--- config.mk ---
export PLATFORM = sky130hd
export DESIGN_NAME = exc_entry_seq
export DESIGN_NICKNAME = d
export VERILOG_FILES = /design/src/rtl/exc_pkg.sv /design/src/rtl/exc_select.sv /design/src/rtl/exc_frame_build.sv /design/src/rtl/exc_entry_seq.sv
export SDC_FILE = /design/constraint.sdc
export NUM_CORES = 1
export LEC_CHECK = 0
export ABC_AREA = 1
export BUFFER_PORTS_ARGS = -buffer_cell sky130_fd_sc_hd__buf_2
export CORE_ASPECT_RATIO = 1.25
export CORE_UTILIZATION = 45
export CTS_BUF_LIST = sky130_fd_sc_hd__clkbuf_8
export DETAILED_ROUTE_END_ITERATION = 10
export GPL_TIMING_DRIVEN = 0
export HOLD_SLACK_MARGIN = 0.05
export PLACE_DENSITY = 0.81
export SYNTH_ARGS = -nofsm -noshare
export SYNTH_HDL_FRONTEND = slang
export SYNTH_SLANG_ARGS = --single-unit
--- constraint.sdc ---
create_clock -name clk -period 4.9 [get_ports clk]
set_clock_uncertainty 0.1 [all_clocks]
set_input_delay 0.98 -clock clk [delete_from_list [all_inputs] [get_ports clk]]
set_output_delay 0.98 -clock clk [all_outputs]
set_load 0.01 [all_outputs]
--- src/rtl/exc_pkg.sv ---
package exc_pkg;
   localparam int XLEN   = 32;
   localparam int NEXC   = 9;
   localparam int IDX_W  = 4;
   localparam int VOFF_W = 12;

   typedef enum logic [IDX_W-1:0] {
      EX_RESET = 4'd0,
      EX_MCHK  = 4'd1,
      EX_ISI   = 4'd2,
      EX_FPU   = 4'd3,
      EX_VEC   = 4'd4,
      EX_PROG  = 4'd5,
      EX_SC    = 4'd6,
      EX_DSI   = 4'd7,
      EX_TRACE = 4'd8
   } exc_e;

   // big-endian bit number to vector index
   function automatic int bi(int n);
      return XLEN - 1 - n;
   endfunction

   localparam int MB_VEC = XLEN - 1 - 6;
   localparam int MB_FP  = XLEN - 1 - 18;
   localparam int MB_ME  = XLEN - 1 - 19;
   localparam int MB_FE0 = XLEN - 1 - 20;
   localparam int MB_SE  = XLEN - 1 - 21;
   localparam int MB_BE  = XLEN - 1 - 22;
   localparam int MB_FE1 = XLEN - 1 - 23;
   localparam int MB_IP  = XLEN - 1 - 25;
   localparam int MB_IR  = XLEN - 1 - 26;
   localparam int MB_DR  = XLEN - 1 - 27;
   localparam int MB_RI  = XLEN - 1 - 30;

   // saved-status slot kinds
   localparam int SK_ZERO = 0;
   localparam int SK_INFO = 1;
   localparam int SK_COPY = 2;

   function automatic int srr1_kind(int n);
      if (n == 6 || n >= 16)               return SK_COPY;
      if ((n >= 1 && n <= 5) || (n >= 10 && n <= 15)) return SK_INFO;
      return SK_ZERO;
   endfunction

   // position of an info slot counted from the most significant info bit
   function automatic int info_slot(int n);
      if (n >= 1 && n <= 5)   return n - 1;
      if (n >= 10 && n <= 15) return n - 5;
      return 0;
   endfunction

   function automatic logic [XLEN-1:0] copy_mask();
      logic [XLEN-1:0] m;
      m = '0;
      for (int n = 0; n < XLEN; n++)
         if (srr1_kind(n) == SK_COPY) m[bi(n)] = 1'b1;
      return m;
   endfunction

   function automatic logic [VOFF_W-1:0] vec_off(exc_e e);
      case (e)
         EX_RESET: return 12'h100;
         EX_MCHK:  return 12'h200;
         EX_ISI:   return 12'h400;
         EX_FPU:   return 12'h800;
         EX_VEC:   return 12'hF20;
         EX_PROG:  return 12'h700;
         EX_SC:    return 12'hC00;
         EX_DSI:   return 12'h300;
         EX_TRACE: return 12'hD00;
         default:  return 12'h000;
      endcase
   endfunction

   function automatic logic save_next(exc_e e);
      return (e == EX_RESET) || (e == EX_MCHK) || (e == EX_SC) || (e == EX_TRACE);
   endfunction
endpackage

--- src/rtl/exc_select.sv ---
module exc_select
   import exc_pkg::*;
#(
   parameter int PRIO_STYLE = 0
)(
   input  logic [NEXC-1:0] req,
   input  logic            retire_ok,
   input  logic            prog_ieee,
   input  logic            halted,
   input  logic            m_fp,
   input  logic            m_vec,
   input  logic            m_fe0,
   input  logic            m_fe1,
   input  logic            m_se,
   input  logic            m_be,
   output logic [NEXC-1:0] grant,
   output exc_e            idx,
   output logic            valid
);
   logic [NEXC-1:0] elig;

   if (PRIO_STYLE != 0 && PRIO_STYLE != 1) begin : g_bad_style
      $error("exc_select: PRIO_STYLE must be 0 or 1");
   end

   for (genvar k = 0; k < NEXC; k++) begin : g_elig
      logic en;
      logic gate;
      if (k == int'(EX_FPU)) begin : g_fpu
         assign en = ~m_fp;
      end else if (k == int'(EX_VEC)) begin : g_vec
         assign en = ~m_vec;
      end else if (k == int'(EX_PROG)) begin : g_prog
         assign en = ~prog_ieee | m_fe0 | m_fe1;
      end else if (k == int'(EX_TRACE)) begin : g_trace
         assign en = m_se | m_be;
      end else begin : g_always
         assign en = 1'b1;
      end
      if (k == int'(EX_RESET) || k == int'(EX_MCHK)) begin : g_async
         assign gate = 1'b1;
      end else begin : g_retire
         assign gate = retire_ok;
      end
      assign elig[k] = req[k] & en & gate & ~halted;
   end

   if (PRIO_STYLE == 0) begin : g_chain
      always_comb begin
         grant = '0;
         for (int k = NEXC - 1; k >= 0; k--)
            if (elig[k]) begin
               grant    = '0;
               grant[k] = 1'b1;
            end
      end
   end else begin : g_isolate
      assign grant = elig & (~elig + NEXC'(1));
   end

   always_comb begin
      idx = EX_RESET;
      for (int k = 0; k < NEXC; k++)
         if (grant[k]) idx = exc_e'(IDX_W'(k));
   end

   assign valid = |elig;
endmodule

--- src/rtl/exc_frame_build.sv ---
module exc_frame_build
   import exc_pkg::*;
#(
   parameter logic [XLEN-1:0] LOW_BASE  = 32'h0000_0000,
   parameter logic [XLEN-1:0] HIGH_BASE = 32'hFFF0_0000,
   parameter logic [XLEN-1:0] ENTRY_CLR = 32'h0200_2F32,
   parameter int              INFO_W    = 11
)(
   input  exc_e              idx,
   input  logic [XLEN-1:0]   msr,
   input  logic [XLEN-1:0]   pc_cur,
   input  logic [XLEN-1:0]   pc_next,
   input  logic [INFO_W-1:0] info,
   output logic [XLEN-1:0]   srr0_n,
   output logic [XLEN-1:0]   srr1_n,
   output logic [XLEN-1:0]   msr_n,
   output logic [XLEN-1:0]   vaddr,
   output logic              halt
);
   localparam int BASE_LOW_BITS = 20;

   if (INFO_W != 11) begin : g_bad_info
      $error("exc_frame_build: INFO_W must be 11");
   end
   if (ENTRY_CLR[MB_IR] != 1'b1 || ENTRY_CLR[MB_DR] != 1'b1) begin : g_bad_clr
      $error("exc_frame_build: ENTRY_CLR must clear IR and DR");
   end
   if (ENTRY_CLR[MB_IP] != 1'b0) begin : g_bad_ip
      $error("exc_frame_build: ENTRY_CLR must keep IP");
   end
   if (LOW_BASE[BASE_LOW_BITS-1:0] != '0 || HIGH_BASE[BASE_LOW_BITS-1:0] != '0) begin : g_bad_base
      $error("exc_frame_build: vector bases must be 1 MiB aligned");
   end

   for (genvar n = 0; n < XLEN; n++) begin : g_srr1
      localparam int KIND = srr1_kind(n);
      localparam int SLOT = info_slot(n);
      if (KIND == SK_COPY) begin : g_copy
         assign srr1_n[XLEN-1-n] = msr[XLEN-1-n];
      end else if (KIND == SK_INFO) begin : g_info
         assign srr1_n[XLEN-1-n] = info[INFO_W-1-SLOT];
      end else begin : g_zero
         assign srr1_n[XLEN-1-n] = 1'b0;
      end
   end

   assign srr0_n = save_next(idx) ? pc_next : pc_cur;
   assign msr_n  = msr & ~ENTRY_CLR;
   assign vaddr  = (msr[MB_IP] ? HIGH_BASE : LOW_BASE)
                 + {{(XLEN-VOFF_W){1'b0}}, vec_off(idx)};
   assign halt   = (idx == EX_MCHK) & ~msr[MB_ME];
endmodule

--- src/rtl/exc_entry_seq.sv ---
module exc_entry_seq
   import exc_pkg::*;
#(
   parameter logic [31:0] RST_MSR    = 32'h0000_0040,
   parameter logic [31:0] LOW_BASE   = 32'h0000_0000,
   parameter logic [31:0] HIGH_BASE  = 32'hFFF0_0000,
   parameter logic [31:0] ENTRY_CLR  = 32'h0200_2F32,
   parameter int          PRIO_STYLE = 0
)(
   input  logic        clk,
   input  logic        rst_n,
   input  logic [8:0]  exc_req,
   input  logic        prog_ieee,
   input  logic        retire_ok,
   input  logic [31:0] pc_cur,
   input  logic [31:0] pc_next,
   input  logic [10:0] exc_info,
   input  logic        rfi,
   input  logic        msr_ld,
   input  logic [31:0] msr_ld_val,
   output logic [31:0] msr,
   output logic [31:0] srr0,
   output logic [31:0] srr1,
   output logic        redirect_vld,
   output logic [31:0] redirect_addr,
   output logic [8:0]  taken,
   output logic        checkstop
);
   localparam logic [XLEN-1:0] COPY_M = copy_mask();

   if (NEXC != 9 || XLEN != 32) begin : g_bad_pkg
      $error("exc_entry_seq: port widths assume 9 types and 32-bit words");
   end

   logic [NEXC-1:0] grant;
   exc_e            sel_idx;
   logic            sel_vld;
   logic [XLEN-1:0] srr0_n, srr1_n, msr_n, vaddr;
   logic            halt;

   exc_select #(.PRIO_STYLE(PRIO_STYLE)) u_sel (
      .req       (exc_req),
      .retire_ok (retire_ok),
      .prog_ieee (prog_ieee),
      .halted    (checkstop),
      .m_fp      (msr[MB_FP]),
      .m_vec     (msr[MB_VEC]),
      .m_fe0     (msr[MB_FE0]),
      .m_fe1     (msr[MB_FE1]),
      .m_se      (msr[MB_SE]),
      .m_be      (msr[MB_BE]),
      .grant     (grant),
      .idx       (sel_idx),
      .valid     (sel_vld)
   );

   exc_frame_build #(
      .LOW_BASE  (LOW_BASE),
      .HIGH_BASE (HIGH_BASE),
      .ENTRY_CLR (ENTRY_CLR),
      .INFO_W    (11)
   ) u_frame (
      .idx     (sel_idx),
      .msr     (msr),
      .pc_cur  (pc_cur),
      .pc_next (pc_next),
      .info    (exc_info),
      .srr0_n  (srr0_n),
      .srr1_n  (srr1_n),
      .msr_n   (msr_n),
      .vaddr   (vaddr),
      .halt    (halt)
   );

   always_ff @(posedge clk) begin
      if (!rst_n) begin
         msr           <= RST_MSR;
         srr0          <= '0;
         srr1          <= '0;
         redirect_vld  <= 1'b0;
         redirect_addr <= '0;
         taken         <= '0;
         checkstop     <= 1'b0;
      end else begin
         redirect_vld <= 1'b0;
         taken        <= '0;
         if (!checkstop) begin
            if (sel_vld) begin
               if (halt) begin
                  checkstop <= 1'b1;
               end else begin
                  srr0          <= srr0_n;
                  srr1          <= srr1_n;
                  msr           <= msr_n;
                  redirect_vld  <= 1'b1;
                  redirect_addr <= vaddr;
                  taken         <= grant;
               end
            end else if (rfi) begin
               msr           <= (msr & ~COPY_M) | (srr1 & COPY_M);
               redirect_vld  <= 1'b1;
               redirect_addr <= srr0;
            end else if (msr_ld) begin
               msr <= msr_ld_val;
            end
         end
      end
   end

   a_r2_taken_onehot: assert property (@(posedge clk) disable iff (!rst_n)
      $onehot0(taken));

   a_r3_retire_gate: assert property (@(posedge clk) disable iff (!rst_n)
      (|taken[8:2]) |-> $past(retire_ok));

   a_r7_zero_slots: assert property (@(posedge clk) disable iff (!rst_n)
      (srr1[31] == 1'b0) && (srr1[24:22] == 3'b000));

   a_r9_translation_off: assert property (@(posedge clk) disable iff (!rst_n)
      (|taken) |-> (!msr[MB_IR] && !msr[MB_DR]));

   a_r10_base_select: assert property (@(posedge clk) disable iff (!rst_n)
      (|taken) |-> (redirect_addr[31:20] == (msr[MB_IP] ? HIGH_BASE[31:20] : LOW_BASE[31:20])));

   a_r10_redirect_with_taken: assert property (@(posedge clk) disable iff (!rst_n)
      (|taken) |-> redirect_vld);

   a_r11_checkstop_sticky: assert property (@(posedge clk) disable iff (!rst_n)
      checkstop |=> checkstop);

   a_r11_no_redirect_stopped: assert property (@(posedge clk) disable iff (!rst_n)
      checkstop |-> !redirect_vld);

   a_r11_state_frozen: assert property (@(posedge clk) disable iff (!rst_n)
      $rose(checkstop) |-> ($stable(msr) && $stable(srr0) && $stable(srr1)));
endmodule

==> results of run 1 <==
## power by group
group / switching, µW / internal [µW] / total (µW)
clock network: 441 / 460 / 900
logic: 456 / 266 / 722
registers: 73.4 / 1210 / 1290
## cell usage after synthesis (3+ instances only)
master	n	area, µm²
inv_2	4	15.0
a21oi_1	57	285
nor2_2	3	18.8
mux2i_1	7	70.1
nand3_1	78	390
o21ai_1	32	160
dfxtp_1	135	2700
nand2_1	201	754
buf_4	11	82.6
buf_2	15	75.1
nor2_1	183	687
clkbuf_1	32	120
inv_1	82	308
buf_1	6	22.5
o21ai_0	36	180
## area by class of cell
class,count,area [µm²]
multi-input combinational,614,2680
sequential,135,2700
timing repair buffer,254,1270
clock inverter,13,133
tap,168,210
inverter,87,327
clock buffer,18,248
buffer,64,300
fill,1242,4970
## worst max path at each step
stage,startpoint,to,slack (ns),cells past startpoint
finish,retire_ok,srr0[20],1.87,13
global placement,retire_ok,srr0[30],1.52,13
CTS,retire_ok,srr0[3],1.99,13
detailed placement,retire_ok,srr0[3],1.53,13
global route,retire_ok,srr0[6],1.77,13
floorplan,retire_ok,srr0[20],2.40,11
## per-stage QoR
stage	cell area [µm²]	hold WS, ns	utilization (%)
after CTS	7870	0.364	61.3
after floorplan	6010	0.353	-
final	7870	0.366	61.3
after detailed placement	7490	0.353	58.3
after global routing	7870	0.382	61.3
after global placement	7490	0.349	58.3
## metal layers
metal / wire, µm / vias up / global-route usage [%]
met5: 0 / - / 0
met3: 1250 / 30 / 7.34
li1: - / 3347 / -
met1: 7770 / 2907 / 31.4
met2: 9310 / 244 / 48.3
met4: 476 / 0 / 11.6
## sequential cells by signal, summed over array words and instances, names as in the netlist
register,count
checkstop,1
redirect_addr,32
taken,9
msr,32
redirect_vld,1
srr1,28
srr0,32
## logic make-up (layout without fill, tap and decap cells)
kind of cell / Yosys count / in the layout / share of synthesized area, %
flip-flops: 135 / 135 / 45.1
AO/OA/AOI/OAI: 127 / 127 / 10.7
buffers and inverters: 151 / 436 / 10.5
multiplexers: 7 / 7 / 1.17
other: 1 / 4 / 0.0626
AND/OR/NAND/NOR: 476 / 476 / 32.5
## worst register-to-register path: cells and delay by family, from the launching register on
kind	cells	cell delay, ns
buffers and inverters	3	0.46
flip-flops	1	0.40
AND/OR/NAND/NOR	10	1.82
==> out/results.ini, run 1 <==
[routing]
route.detailed.drc=0
drtPass1Iterations=6
vias=6528
wire_per_inst_um=13.9
avgViaCountPerCell=4.82
wl_um=18800
ant_nets=0
initialDrtViolationCount=326

[critical_path]
worst-r2r-setup-slack_ns=2.03
cp_slowest_cell=nor2_1
critical_path_class=in -> reg
rr_worst_depth=13
path_delay_family=simple AND/OR/NAND/NOR gates
r2r-start=checkstop
slowest_delay_ns=0.67
path_max_fanout=10
cp_cell_sequence=buf_2 -> inv_1 -> nor2_1 -> nand3_1 -> nand3_2 -> nor2_1 -> nor2_1 -> nand2_1 -> buf_2 -> nand2_1 -> nand3_1 -> nand2_1 -> inv_1
cp.arrival_ns=3.26
cp.required_ns=5.14
worstReg2RegEnd=srr0[20]
start_kind=primary input
path_buf_inv=4
setup.worst_path.end_class=flop

[cells_and_area]
antenna_cells=0
drive_gt1_share_pct=27.4
mostFrequentLayoutCell=buf_2
syn_to_final_growth_pct=31.2
fin_cells=1353
final_net_count=1295
layout_common_cells=buf_2, nand2_1, nor2_1, dfxtp_1, inv_1

[yosys]
synth_area_um2=5990
synth_seq_cells=135
syn_area_per_cell_um2=6.68
seq_area_frac_synth_pct=45.1
async_reset_ff_share_pct=0
synth_cell_types=26
ys_warn_count=0
synth_flop_cell=dfxtp_1
synthCells=897
synth-edff-count=0

[placed_design]
dpl.hpwl_um=14200
gp_congestion=0.860
dp_cells=1322
port_buffers=254
place_ws_ns=1.53

[die]
fp.dieW_um=105
start_util_pct=46.7
core_area_um2=12800
dieArea_um2=13800
die_h_um=131
ios=261
rows=46

[timing]
min_period_over_period_pct=61.7
worst_slack_ns=1.87
finalHoldViolCount=0
max_freq_mhz=331
worst_pin_slew_ns=0.863
finalSetupViolCount=0
slew_headroom_pct=42.2
rsz0062_at_grt=false
maxSlewViolCount=0
min_period_ns=3.03
finalSetupTns_ns=0

[cts]
clkTransAtPathRegs_ns=0.08
holdBufCountCts=0
cts_tree=built
numCtsBuffers=17
ctsResizeCount=0
clkSinkCount=135
clk_path_buf_depth=2
cts_setup_buffers=0
root_buffer=clkbuf_8
h-tree-depth=4
worst_skew_pair.late_latency_ns=0.43

[global_routing]
grt-ovfl-total=0
antenna_found_initial=0
first_global_vias=5973
grt_pass1_wl_um=29300
grt.total_usage_pct=27.4
grt_max_degree=17

[run]
maxCapViolCount=0

[pwr]
p_leak_uw=0.00437
peakVddDrop_uv=173
p_per_area_nw_per_um2=370
total_power_uw=2910

[hold_path]
hold_path_depth=2
min_from=redirect_addr[24]
hold_path_class=reg -> reg
holdPathEnd=redirect_addr[24]

[outcome]
status=complete, no violations

(Power assumes the default switching activity.)
==> inputs of run 2 (changes only) <==
ABC_AREA = 0   (was 1)
clock period = 2.95 ns   (was 4.9 ns; I/O delays follow)
==> out/results.ini, run 2 <==
[routing]
initialDrtViolationCount=215  ; -34%
route.detailed.drc=0  ; unchanged
wl_um=17900  ; -4.6%
wirelength_met1_um=7220  ; -7.1%
avgViaCountPerCell=5.30  ; +9.8%
dr_wl_met2_um=9260  ; -0.60%
routed.top_layer=met4
met3_length_um=1220  ; -1.8%
ant_nets=0  ; unchanged
drtPass1Iterations=4  ; -2
wire_per_inst_um=17.1  ; +23%
vias=5569  ; -15%

[timing]
finalHoldViolCount=0  ; unchanged
slew_headroom_pct=49.5  ; +7.3 points
worst_pin_slew_ns=0.754  ; -0.109 ns
min_period_over_period_pct=93.0
maxSlewViolCount=0  ; unchanged
whs_ns=0.292  ; -0.0741 ns
max_freq_mhz=365
finalSetupTns_ns=0  ; unchanged
rsz0062_at_grt=false
min_period_ns=2.74
finalSetupViolCount=0  ; unchanged

[run]
maxCapViolCount=0  ; unchanged

[global_routing]
antenna_found_initial=0  ; unchanged
grt.total_usage_pct=25.7  ; -1.7 points
grt_max_degree=17  ; unchanged
grt_pass1_wl_um=27400  ; -6.5%
first_global_vias=5439  ; -8.9%
grt-ovfl-total=0  ; unchanged

[placed_design]
port_buffers=256  ; +0.79%
gp_congestion=0.887  ; +3.1%
dpl.hpwl_um=13900  ; -2.4%

[cts]
cts_tree=built
h-tree-depth=4  ; unchanged
clkTransAtPathRegs_ns=0.08  ; about the same
numCtsBuffers=17  ; unchanged
root_buffer=clkbuf_8
clk_path_buf_depth=2  ; unchanged
worst_skew_pair.late_latency_ns=0.43  ; about the same
cts_setup_buffers=0  ; unchanged
holdBufCountCts=0  ; unchanged
ctsResizeCount=0  ; unchanged
clkSinkCount=135  ; unchanged

[die]
start_util_pct=46.6  ; -0.14 points
dieArea_um2=13700  ; -0.29%
die_h_um=131  ; -0.14%
core_area_um2=12800  ; unchanged
rows=46  ; unchanged
ios=261  ; unchanged
fp.dieW_um=105  ; -0.14%

[yosys]
synth.top_cell.area_share_pct=45.2  ; +0.13 points
ys_warn_count=0  ; unchanged
synthCells=592  ; -34%
synth-edff-count=0  ; unchanged
synth_area_um2=5980  ; -0.29%
async_reset_ff_share_pct=0  ; unchanged
synth_area_leaders=dfxtp_1, mux2i_1, o2bb2ai_1, nand2_1, a21oi_2
seq_area_frac_synth_pct=45.2  ; +0.13 points
synth_cell_types=60  ; +130%
synth.most_common_cell=dfxtp_1
synth_flop_cell=dfxtp_1
synth.top_cells.by_count=dfxtp_1, mux2i_1, nand2_1
yosysTopAreaCell=dfxtp_1
synth_seq_cells=135  ; unchanged
syn_area_per_cell_um2=10.1  ; +51%

[cells_and_area]
utilization_pct=61.6  ; +0.34 points
syn_to_final_growth_pct=32.4
final_net_count=992  ; -23%
drive_gt1_share_pct=44.7  ; +17 points
layout_common_cells=buf_2, dfxtp_1, mux2i_1, nand2_1, o2bb2ai_1
top_regs=msr x32, redirect_addr x32, srr0 x32
mostFrequentLayoutCell=buf_2
antenna_cells=0  ; unchanged

[critical_path]
path_max_fanout=10  ; unchanged
rr_worst_depth=8  ; -5
r2r-start=checkstop
start_kind=flop
critical_path_class=reg -> reg
worst-r2r-setup-slack_ns=0.21  ; -1.82 ns
setup.worst_path.end_class=flop
worstReg2RegEnd=msr[13]
cp.arrival_ns=2.98  ; -0.28 ns
cp.required_ns=3.19  ; -1.95 ns

[pwr]
total_power_uw=5050  ; +73%
peakVddDrop_uv=288  ; +67%
p_per_area_nw_per_um2=638  ; +73%
p_leak_uw=0.00355  ; -19%

[hold_path]
min_from=msr_ld_val[22]
hold_path_class=in -> reg
holdPathEnd=msr[22]
hold_path_depth=3  ; +1

[outcome]
status=complete, no violations

==> run 2: final cells by class <==
| class | instances | area (µm²) |
|---|---|---|
| Fill cell | 1125 | 4920 |
| Multi-Input combinational cell | 402 | 2930 |
| Sequential cell | 135 | 2700 |
| Timing Repair Buffer | 256 | 1280 |
| Buffer | 54 | 345 |
| Clock buffer | 18 | 248 |
| Tap cell | 168 | 210 |
| Clock inverter | 14 | 184 |
| Inverter | 4 | 15.0 |
==> run 2: layer usage <==
metal  track usage [%]  up-vias
li1                  -     2684
met1              28.1     2638
met2              48.2      232
met3              6.85       15
met4              8.45        0
met5                 0        -
==> run 2: worst max path at each step <==
stage                    from        to  slack, ns  cells past startpoint
CTS                 checkstop  srr0[11]       0.24                      9
global route        checkstop   srr0[9]       0.08                      9
floorplan           prog_ieee   msr[29]       0.53                      9
global placement    retire_ok  srr0[14]       0.02                      8
detailed placement  retire_ok   srr0[3]       0.01                      9
finish              checkstop   msr[13]       0.21                      8
==> run 2: logic make-up (layout without fill, tap and decap cells) <==
| logic type | Yosys count | in the layout | synth area share [%] |
|---|---|---|---|
| simple gates | 167 | 167 | 14.3 |
| compound gates | 160 | 160 | 22.5 |
| flops | 135 | 135 | 45.2 |
| mux | 71 | 71 | 11.9 |
| buf+inv | 58 | 346 | 6.03 |
| other cells | 1 | 4 | 0.0627 |
==> run 2: power by group <==
group / switching, µW / internal [µW] / total (µW)
combinational: 736 / 523 / 1260
clock: 729 / 937 / 1670
sequential: 127 / 2000 / 2120
total: 1590 / 3460 / 5050
==> run 2: worst max-delay path, stage by stage, from the launching register on <==
cell and delay [ns]:
dfxtp_1 0.50, and2b_1 0.23, buf_6 0.13, a22oi_1 0.28, and3_1 0.19, buf_2 0.20
buf_2 0.31, nand3_1 0.40, o2bb2ai_1 0.30
==> run 2: through the flow <==
stage	instance area [µm²]	setup slack, ns	cells
after global routing	7910	0.0823	1051
after floorplan	5990	0.527	595
after detailed placement	7480	0.0100	1019
after CTS	7910	0.240	1051
final	7910	0.207	1051
after global placement	7480	0.0189	1019
==> inputs of run 3 (changes only) <==
BUFFER_PORTS_ARGS = -buffer_cell sky130_fd_sc_hd__buf_4   (was -buffer_cell sky130_fd_sc_hd__buf_2)
==> out/results.ini, run 3 (synthesis results as in run 2) <==
[outcome]
status=complete, no violations

[die]
die_h_um=131  ; unchanged
start_util_pct=46.6  ; unchanged
ios=261  ; unchanged
dieArea_um2=13700  ; unchanged
core_area_um2=12800  ; unchanged
rows=46  ; unchanged
fp.dieW_um=105  ; unchanged

[cts]
clkTransAtPathRegs_ns=0.08  ; about the same
worst_skew_pair.late_latency_ns=0.43  ; about the same
holdBufCountCts=0  ; unchanged
clkSinkCount=135  ; unchanged
cts_tree=built
cts_setup_buffers=0  ; unchanged
clk_path_buf_depth=2  ; unchanged
numCtsBuffers=17  ; unchanged
ctsResizeCount=0  ; unchanged
root_buffer=clkbuf_8
h-tree-depth=4  ; unchanged

[timing]
worst_pin_slew_ns=0.758  ; +0.00405 ns
rsz0062_at_grt=false
slew_headroom_pct=49.3  ; -0.27 points
finalSetupViolCount=0  ; unchanged
min_period_ns=2.83  ; +0.0857 ns
max_freq_mhz=354  ; -3.0%
finalHoldViolCount=0  ; unchanged
maxSlewViolCount=0  ; unchanged
min_period_over_period_pct=95.9  ; +2.9 points

[routing]
wire_per_inst_um=17.7  ; +3.8%
wl_um=18600  ; +3.8%
ant_nets=0  ; unchanged
vias=5573  ; +0.072%
route.detailed.drc=0  ; unchanged
avgViaCountPerCell=5.30  ; about the same
drtPass1Iterations=4  ; unchanged
initialDrtViolationCount=197  ; -8.4%

[cells_and_area]
top_regs=msr x32, redirect_addr x32, srr0 x32
multi_input_area_um2=2930  ; unchanged
mostFrequentLayoutCell=buf_4
final_net_count=992  ; unchanged
layout_common_cells=buf_4, dfxtp_1, mux2i_1, nand2_1, o2bb2ai_1
antenna_cells=0  ; unchanged
regArea_um2=2700  ; unchanged
fin_area_um2=8580  ; +8.5%
fillers=1021  ; -9.2%
syn_to_final_growth_pct=43.6
utilization_pct=66.9  ; +5.2 points
drive_gt1_share_pct=45.0  ; +0.23 points

[global_routing]
grt_pass1_wl_um=28500  ; +3.9%
grt-ovfl-total=0  ; unchanged
antenna_found_initial=0  ; unchanged
grt_max_degree=17  ; unchanged
first_global_vias=5442  ; +0.055%
grt.total_usage_pct=26.9  ; +1.2 points

[hold_path]
hold_path_class=in -> reg
hold_path_depth=3  ; unchanged

[critical_path]
start_kind=flop
cp.required_ns=3.14  ; -0.05 ns
critical_path_class=reg -> reg
rr_worst_depth=9  ; +1
setup.worst_path.end_class=flop
cp.arrival_ns=3.02  ; +0.04 ns
path_max_fanout=10  ; unchanged

[run]
maxCapViolCount=0  ; unchanged

[placed_design]
gp_congestion=0.820  ; -7.5%
post_dp_cell_area_um2=8120  ; +8.6%
dpl.hpwl_um=14100  ; +1.8%
port_buffers=256  ; unchanged

[pwr]
p_leak_uw=0.00368  ; +3.6%
p_per_area_nw_per_um2=618  ; -3.2%
peakVddDrop_uv=324  ; +12%

==> run 3: worst paths after layout <==
kind | slack [ns] | endpoint | from
hold reg to reg | 0.36 | redirect_addr[16] | redirect_addr[16]
hold / removal | 0.29 | msr[27] | msr_ld_val[27]
setup reg to reg | 0.12 | srr0[10] | checkstop
setup / recovery | 0.12 | srr0[10] | checkstop
==> run 3: through the flow <==
step	total power [µW]	cells	setup TNS (ns)	setup slack, ns	hold slack [ns]
CTS	5330	1051	0	0.172	0.268
detailed placement	3570	1019	-0.0577	-0.0165	0.350
finish	5300	1051	0	0.121	0.292
global placement	3550	1019	0	0.0332	0.343
global route	5530	1051	0	0.0155	0.261
floorplan	2940	595	0	0.527	0.361
==> run 3: cell type report <==
class | count | area share (%)
Sequential cell | 135 | 31.5
Timing Repair Buffer | 256 | 22.4
Inverter | 4 | 0.175
Clock buffer | 19 | 3.05
Multi-Input combinational cell | 402 | 34.1
Buffer | 54 | 4.02
Clock inverter | 13 | 2.35
Tap cell | 168 | 2.45
==> run 3: per-layer routing <==
metal | vias up | GRT usage, % | wire (µm)
met5 | - | 0 | 0
met4 | 0 | 9.20 | 147
met3 | 13 | 7.69 | 1490
met2 | 239 | 50.6 | 9680
met1 | 2638 | 28.9 | 7280
li1 | 2683 | - | -
==> run 3: critical path, cell delays in order, from the launching register on <==
cell and delay [ns]:
dfxtp_1 0.49, and2b_1 0.23, buf_6 0.14, a22oi_1 0.30, and3_1 0.21, buf_2 0.20
a41oi_4 0.08, nand2_1 0.34, buf_1 0.46, o2bb2ai_1 0.13
==> run 3: power breakdown <==
part	switching, µW	internal, µW
clock network	730	1050
registers	135	2000
logic	738	654
